$ cat config.mk
export PLATFORM = sky130hd
export DESIGN_NAME = dma_dual_engine
export DESIGN_NICKNAME = d
export VERILOG_FILES = /design/src/rtl/dma_pkg.sv /design/src/rtl/dma_addr_gen.sv /design/src/rtl/dma_len_ctr.sv /design/src/rtl/dma_ctrl.sv /design/src/rtl/dma_dual_engine.sv
export SDC_FILE = /design/constraint.sdc
export NUM_CORES = 1
export LEC_CHECK = 0
export ABC_AREA = 0
export BUFFER_PORTS_ARGS = -buffer_cell sky130_fd_sc_hd__buf_4
export CORE_MARGIN = 2
export CORE_UTILIZATION = 45
export DETAILED_ROUTE_END_ITERATION = 10
export MAX_ROUTING_LAYER = met4
export PLACE_DENSITY = 0.68
export RECOVER_POWER = 25
export SLEW_MARGIN = 30
export SYNTH_ARGS = -nofsm -noshare
export SYNTH_HDL_FRONTEND = slang
export SYNTH_SLANG_ARGS = --single-unit
export TNS_END_PERCENT = 50
$ cat constraint.sdc
create_clock -name clk -period 2.7 [get_ports clk]
set_input_delay 0.135 -clock clk [delete_from_list [all_inputs] [get_ports clk]]
set_output_delay 0.135 -clock clk [all_outputs]
set_load 0.01 [all_outputs]
$ cat src/rtl/dma_pkg.sv
package dma_pkg;
    typedef enum logic [2:0] {
        ST_IDLE  = 3'd0,
        ST_REQ   = 3'd1,
        ST_READ  = 3'd2,
        ST_WRITE = 3'd3,
        ST_NEXT  = 3'd4,
        ST_DONE  = 3'd5,
        ST_ERR   = 3'd6
    } dma_state_e;
endpackage

$ cat src/rtl/dma_addr_gen.sv
// Source and destination pointers; loaded at start, stepped after each element.
module dma_addr_gen #(
    parameter int ADDR_W = 32,
    parameter int STEP   = 4
) (
    input  logic              clk,
    input  logic              rst_n,
    input  logic              load,
    input  logic              advance,
    input  logic [ADDR_W-1:0] src_in,
    input  logic [ADDR_W-1:0] dst_in,
    output logic [ADDR_W-1:0] src_addr,
    output logic [ADDR_W-1:0] dst_addr
);
    localparam logic [ADDR_W-1:0] STEP_V = ADDR_W'(STEP);

    typedef struct packed {
        logic [ADDR_W-1:0] src;
        logic [ADDR_W-1:0] dst;
    } ptr_t;

    ptr_t ptr_d, ptr_q;

    always_comb begin
        ptr_d = ptr_q;
        if (load) begin
            ptr_d.src = src_in;
            ptr_d.dst = dst_in;
        end else if (advance) begin
            ptr_d.src = ptr_q.src + STEP_V;
            ptr_d.dst = ptr_q.dst + STEP_V;
        end
    end

    always_ff @(posedge clk or negedge rst_n) begin
        if (!rst_n) ptr_q <= '0;
        else        ptr_q <= ptr_d;
    end

    assign src_addr = ptr_q.src;
    assign dst_addr = ptr_q.dst;
endmodule

$ cat src/rtl/dma_len_ctr.sv
// Remaining-word counter; flags the final element.
module dma_len_ctr #(
    parameter int LEN_W = 16
) (
    input  logic             clk,
    input  logic             rst_n,
    input  logic             load,
    input  logic             dec,
    input  logic [LEN_W-1:0] len_in,
    output logic             cnt_last
);
    localparam logic [LEN_W-1:0] ONE = LEN_W'(1);

    logic [LEN_W-1:0] cnt_d, cnt_q;

    always_comb begin
        cnt_d = cnt_q;
        if (load)                     cnt_d = len_in;
        else if (dec && cnt_q != '0)  cnt_d = cnt_q - ONE;
    end

    always_ff @(posedge clk or negedge rst_n) begin
        if (!rst_n) cnt_q <= '0;
        else        cnt_q <= cnt_d;
    end

    assign cnt_last = (cnt_q == ONE);
endmodule

$ cat src/rtl/dma_ctrl.sv
// Sequencer: bus ownership, read/write alternation, holding register, interrupt.
module dma_ctrl
    import dma_pkg::*;
#(
    parameter int DATA_W = 32
) (
    input  logic              clk,
    input  logic              rst_n,
    input  logic              start,
    input  logic              len_zero,
    input  logic              irq_clear,
    input  logic              bus_gnt,
    input  logic              m_ready,
    input  logic              m_err,
    input  logic [DATA_W-1:0] m_rdata,
    input  logic              cnt_last,
    output logic              load,
    output logic              advance,
    output dma_state_e        state,
    output logic [DATA_W-1:0] hold_data,
    output logic              irq,
    output logic              err_flag
);
    typedef struct packed {
        dma_state_e        st;
        logic [DATA_W-1:0] hold;
        logic              irq;
        logic              err;
    } ctrl_t;

    ctrl_t ctl_d, ctl_q;

    always_comb begin
        ctl_d = ctl_q;
        load  = 1'b0;
        if (irq_clear) begin
            ctl_d.irq = 1'b0;
            ctl_d.err = 1'b0;
        end
        case (ctl_q.st)
            ST_IDLE: begin
                if (start && !ctl_q.irq) begin
                    if (len_zero) begin
                        ctl_d.st  = ST_DONE;
                        ctl_d.irq = 1'b1;
                    end else begin
                        ctl_d.st = ST_REQ;
                        load     = 1'b1;
                    end
                end
            end
            ST_REQ: begin
                if (bus_gnt) ctl_d.st = ST_READ;
            end
            ST_READ: begin
                if (m_ready) begin
                    if (m_err) begin
                        ctl_d.st  = ST_ERR;
                        ctl_d.irq = 1'b1;
                        ctl_d.err = 1'b1;
                    end else begin
                        ctl_d.hold = m_rdata;
                        ctl_d.st   = ST_WRITE;
                    end
                end
            end
            ST_WRITE: begin
                if (m_ready) begin
                    if (m_err) begin
                        ctl_d.st  = ST_ERR;
                        ctl_d.irq = 1'b1;
                        ctl_d.err = 1'b1;
                    end else begin
                        ctl_d.st = ST_NEXT;
                    end
                end
            end
            ST_NEXT: begin
                if (cnt_last) begin
                    ctl_d.st  = ST_DONE;
                    ctl_d.irq = 1'b1;
                end else if (bus_gnt) begin
                    ctl_d.st = ST_READ;
                end else begin
                    ctl_d.st = ST_REQ;
                end
            end
            ST_DONE, ST_ERR: ctl_d.st = ST_IDLE;
            default:         ctl_d.st = ST_IDLE;
        endcase
    end

    always_ff @(posedge clk or negedge rst_n) begin
        if (!rst_n) begin
            ctl_q.st   <= ST_IDLE;
            ctl_q.hold <= '0;
            ctl_q.irq  <= 1'b0;
            ctl_q.err  <= 1'b0;
        end else begin
            ctl_q <= ctl_d;
        end
    end

    assign advance   = (ctl_q.st == ST_NEXT);
    assign state     = ctl_q.st;
    assign hold_data = ctl_q.hold;
    assign irq       = ctl_q.irq;
    assign err_flag  = ctl_q.err;
endmodule

$ cat src/rtl/dma_dual_engine.sv
module dma_dual_engine
    import dma_pkg::*;
#(
    parameter int ADDR_W = 32,
    parameter int DATA_W = 32,
    parameter int LEN_W  = 16
) (
    input  logic              clk,
    input  logic              rst_n,
    input  logic [ADDR_W-1:0] cfg_src,
    input  logic [ADDR_W-1:0] cfg_dst,
    input  logic [LEN_W-1:0]  cfg_len,
    input  logic              cfg_start,
    input  logic              irq_clear,
    output logic              bus_req,
    input  logic              bus_gnt,
    output logic [ADDR_W-1:0] m_addr,
    output logic              m_rd,
    output logic              m_wr,
    output logic [DATA_W-1:0] m_wdata,
    input  logic [DATA_W-1:0] m_rdata,
    input  logic              m_ready,
    input  logic              m_err,
    output logic              irq,
    output logic              err_flag
);
    localparam int STEP = DATA_W / 8;

    dma_state_e        state;
    logic              load, advance, cnt_last;
    logic [ADDR_W-1:0] src_addr, dst_addr;
    logic [DATA_W-1:0] hold_data;

    dma_ctrl #(.DATA_W(DATA_W)) ctrl_i (
        .clk       (clk),
        .rst_n     (rst_n),
        .start     (cfg_start),
        .len_zero  (cfg_len == '0),
        .irq_clear (irq_clear),
        .bus_gnt   (bus_gnt),
        .m_ready   (m_ready),
        .m_err     (m_err),
        .m_rdata   (m_rdata),
        .cnt_last  (cnt_last),
        .load      (load),
        .advance   (advance),
        .state     (state),
        .hold_data (hold_data),
        .irq       (irq),
        .err_flag  (err_flag)
    );

    dma_addr_gen #(.ADDR_W(ADDR_W), .STEP(STEP)) addr_i (
        .clk      (clk),
        .rst_n    (rst_n),
        .load     (load),
        .advance  (advance),
        .src_in   (cfg_src),
        .dst_in   (cfg_dst),
        .src_addr (src_addr),
        .dst_addr (dst_addr)
    );

    dma_len_ctr #(.LEN_W(LEN_W)) len_i (
        .clk      (clk),
        .rst_n    (rst_n),
        .load     (load),
        .dec      (advance),
        .len_in   (cfg_len),
        .cnt_last (cnt_last)
    );

    assign bus_req = (state == ST_REQ) || (state == ST_READ) ||
                     (state == ST_WRITE) || (state == ST_NEXT);
    assign m_rd    = (state == ST_READ);
    assign m_wr    = (state == ST_WRITE);
    assign m_addr  = m_wr ? dst_addr : src_addr;
    assign m_wdata = hold_data;
endmodule

==> impl_metrics.json <==
{
  "gp_routability_congestion": 0.8906,
  "yosysSeqAreaShare_pct": 45.36,
  "die_area_um2": 15320,
  "fin_nets": 1095,
  "worst-path-max-fanout": 30,
  "finalSetupViolCount": 0,
  "number_of_buffer_and_inverter_instances_along_the_worst_setup_path": 3,
  "result_of_the_run": "complete, but fails checks",
  "start_util_pct": 46.32,
  "max_slew_margin_pct": -21.61,
  "rsz0062_at_grt": "false",
  "met2_wirelength_mm": 9.449,
  "drt.antenna.violating_nets": 0,
  "synth_fp_nets": 805,
  "fraction_of_final_layout_cells_sized_beyond_drive_strength_1_pct": 27.32,
  "worstReg2RegEnd": "ctrl_i.state[1]",
  "kind_of_cell_adding_the_most_delay_to_the_critical_path": "simple AND/OR/NAND/NOR gates",
  "wirelength_met1_mm": 8.782,
  "route.met3.wl_mm": 1.723,
  "dr.first_iter.drc_count": 492,
  "top_signal_layer_used": "met4",
  "worst_hold_startpoint": "cfg_len[12]",
  "origin_of_the_critical_flop_to_flop_path": "len_i.cnt_q[10]",
  "port_buffers": 187,
  "drv.max_cap_violation_count": 1,
  "first_global_vias": 6247,
  "grt_antenna_before_repair": 0,
  "grt_overflow_total": 0,
  "clkSinkCount": 117,
  "y_dimension_of_the_die_um": 123.8,
  "number_of_cts_inserted_buffers": 17,
  "fin_setup_tns_ns": 0,
  "syn_to_final_growth_pct": 48.38,
  "groute.usage.overall_pct": 27.33,
  "clk_transition_reported_paths_ns": 0.06,
  "synth.avg_cell_area_um2": 9.479,
  "postLayoutCoreUtil_pct": 68.73,
  "worstMarginPinSlew_ns": 1.824,
  "cts_htree_levels": 4,
  "clkLatencyLatePin_ns": 0.41,
  "endpoint_kind": "output port",
  "grt_first_pass_wirelength_mm": 31.02,
  "cp.required_ns": 2.57,
  "number_of_design_rule_violations_left_after_detail_routing": 0,
  "routed_wl_mm": 20.44,
  "cpPeakStageDelay_ns": 0.53,
  "cts_resized": 0,
  "whs_path_depth": 3,
  "worst_path_max_delay_cell": "sky130_fd_sc_hd__dfrtp_1",
  "io-pin-count": 188,
  "maxSlewViolCount": 35,
  "static-leakage-power_nw": 4.040,
  "layout_worst_path_cycle_share_pct": 93.91,
  "violations": "capacitance limit, slew limit",
  "postSynthCellCount": 681,
  "placementRows": 43,
  "critical_path.startpoint_type": "flop",
  "syn-cell-area_um2": 6455,
  "yosysWarningCount": 0,
  "drt_first_pass_iters": 5,
  "n_antenna_cell": 0,
  "worst_vdd_ir_mv": 0.5837,
  "report.final.hold_viol_count": 0,
  "timing_worst_setup_path_type": "flop to output port",
  "power_per_cell_area_nw_per_um2": 1001,
  "pin_count_of_the_biggest_net_entering_global_routing": 97,
  "via_per_inst": 5.593,
  "synth-seq-cells": 117,
  "worstPathCellList": "nand2_1 > or2_2 > inv_1 > buf_12 > mux2_2 > buf_4",
  "synth_enable_flop_cells": 0,
  "synth.distinct_cells": 57,
  "core_area_um2": 13930,
  "postSynth.asyncResetShare_pct": 100.0,
  "worstRegToRegCells": 5,
  "cts_root_buffer": "sky130_fd_sc_hd__clkbuf_16",
  "reg2reg_setup_slack_ns": 0.35,
  "post_layout_minimum_cycle_time_ns": 2.535,
  "worst_path_arrival_ns": 2.40,
  "die_w_um": 123.8,
  "hold_path_class": "input port to flop",
  "hold_path_end": "len_i.cnt_q[12]",
  "num-fill-cells": 1073,
  "vias_after_detailed_routing": 6494,
  "ys.flop_type": "sky130_fd_sc_hd__dfrtp_1",
  "wl_per_cell_um": 17.60,
  "cts_buffer_depth": 2,
  "final.setup_skew_ns": 0.009315,
  "tritoncts": "yes",
  "hpwl_mm": 13.69,
  "maxClockFrequency_mhz": 394.4
}
-- what timing repair did --
action / in CTS / in global routing
hold endpoints to repair: 138 / 0
setup buffers: 0 / 0
hold buffers: 105 / 0
-- area by class of cell --
cell class	instances	area [µm²]	share of cell area, %
Timing Repair Buffer	310	2500	26.10
Multi-Input combinational cell	513	3338	34.85
Clock inverter	5	50.05	0.5225
Sequential cell	117	2928	30.57
Clock buffer	24	491.7	5.134
Tap cell	180	225.2	2.351
Inverter	12	45.04	0.4703
-- registers in the layout (all words and copies together) (netlist names) --
signal and count:
addr_i.dst_addr 32, addr_i.src_addr 32, ctrl_i.hold_data 32, len_i.cnt_q 16, ctrl_i.state 3, ctrl_i.err_flag 1
ctrl_i.irq 1
-- worst max-delay path by stage --
stage	cells past startpoint	start	end	slack [ns]
finish	6	ctrl_i.state[1]	m_addr[9]	0.16
global route	6	ctrl_i.state[1]	m_addr[30]	0.05
detailed placement	5	len_i.cnt_q[10]	ctrl_i.state[1]	0.38
CTS	6	ctrl_i.state[1]	m_addr[29]	0.16
global placement	5	len_i.cnt_q[10]	ctrl_i.state[1]	0.38
floorplan	5	len_i.cnt_q[10]	ctrl_i.state[1]	0.44
-- routing by layer --
layer  GRT usage (%)  vias up
li1                -     3079
met1           34.26     3087
met2           42.96      295
met3           6.136       33
met4           11.22        0
met5               -        -
-- cell usage in the layout (no fill, tap or decap), types with 21 or more instances in the layout --
cell type and instances:
sky130_fd_sc_hd__clkbuf_1 37, sky130_fd_sc_hd__o21ai_0 67, sky130_fd_sc_hd__nand3_1 32, sky130_fd_sc_hd__xnor2_1 22, sky130_fd_sc_hd__mux2_2 58, sky130_fd_sc_hd__dlygate4sd3_1 105
sky130_fd_sc_hd__buf_4 168, sky130_fd_sc_hd__nor4_1 27, sky130_fd_sc_hd__dfrtp_1 117, sky130_fd_sc_hd__nand2_1 102, sky130_fd_sc_hd__xor2_1 21, sky130_fd_sc_hd__nor2_1 30
-- through the flow --
stage          instances  instance area (µm²)  total power [mW]  hold slack (ns)  setup WS (ns)
3_3_place_gp        1027                 8113             7.410          0.09994         0.3825
5_1_grt             1161                 9578             10.19         0.006168        0.04974
3_5_place_dp        1027                 8113             7.539           0.1041         0.3791
4_1_cts             1161                 9706             9.783        0.0001296         0.1634
6_report            1161                 9578             9.590          0.01536         0.1645
2_1_floorplan        681                 6455             5.664          -0.1606         0.4432
-- cells by family after synthesis --
| kind of cell | count (synthesis) | share of synthesized area, % |
|---|---|---|
| xor gates and xnor gates | 43 | 5.834 |
| buffers and inverters | 51 | 3.043 |
| DFF | 117 | 45.36 |
| AOI/OAI and AO/OA | 134 | 13.12 |
| adders and majority gates | 5 | 0.9692 |
| muxes | 59 | 10.27 |
| and+or+nand+nor | 272 | 21.40 |
-- worst min-delay path, delay by kind of cell --
| family | cells | cell delay, ns |
|---|---|---|
| AND/OR/NAND/NOR | 1 | 0.09 |
| AO/OA/AOI/OAI | 1 | 0.05 |
| buffers and inverters | 1 | 0.11 |
-- power breakdown --
group,internal [mW],switching [mW],total (mW)
logic,1.98,1.98,3.96
registers,2.61,0.945,3.56
clock network,1.34,0.735,2.07
total,5.93,3.66,9.59
-- synth_stat cells, drive strengths merged, types with 3 or more instances --
| master | n | area share (%) |
|---|---|---|
| ha | 5 | 0.97 |
| or3 | 4 | 0.41 |
| xor2 | 21 | 2.8 |
| xnor2 | 22 | 3.0 |
| mux2 | 58 | 10 |
| or2 | 3 | 0.29 |
| or4 | 3 | 0.47 |
| nand2 | 102 | 5.9 |
| and4 | 9 | 1.2 |
| and3 | 6 | 0.58 |
| o311ai | 4 | 0.54 |
| a211oi | 3 | 0.35 |
| nor4 | 27 | 2.6 |
| o22ai | 4 | 0.39 |
| a221o | 16 | 2.5 |
| inv | 12 | 0.70 |
| a22oi | 3 | 0.35 |
| nand3 | 32 | 2.5 |
| nor2 | 31 | 1.8 |
| a31oi | 5 | 0.48 |
| a21oi | 17 | 1.3 |
| nor3 | 17 | 1.3 |
| dfrtp | 117 | 45 |
| nand4 | 19 | 1.8 |
| buf | 12 | 0.78 |
| o21ai | 68 | 5.3 |
| nor2b | 5 | 0.48 |
| clkbuf | 27 | 1.6 |
Power figures use the tool's default switching activity.
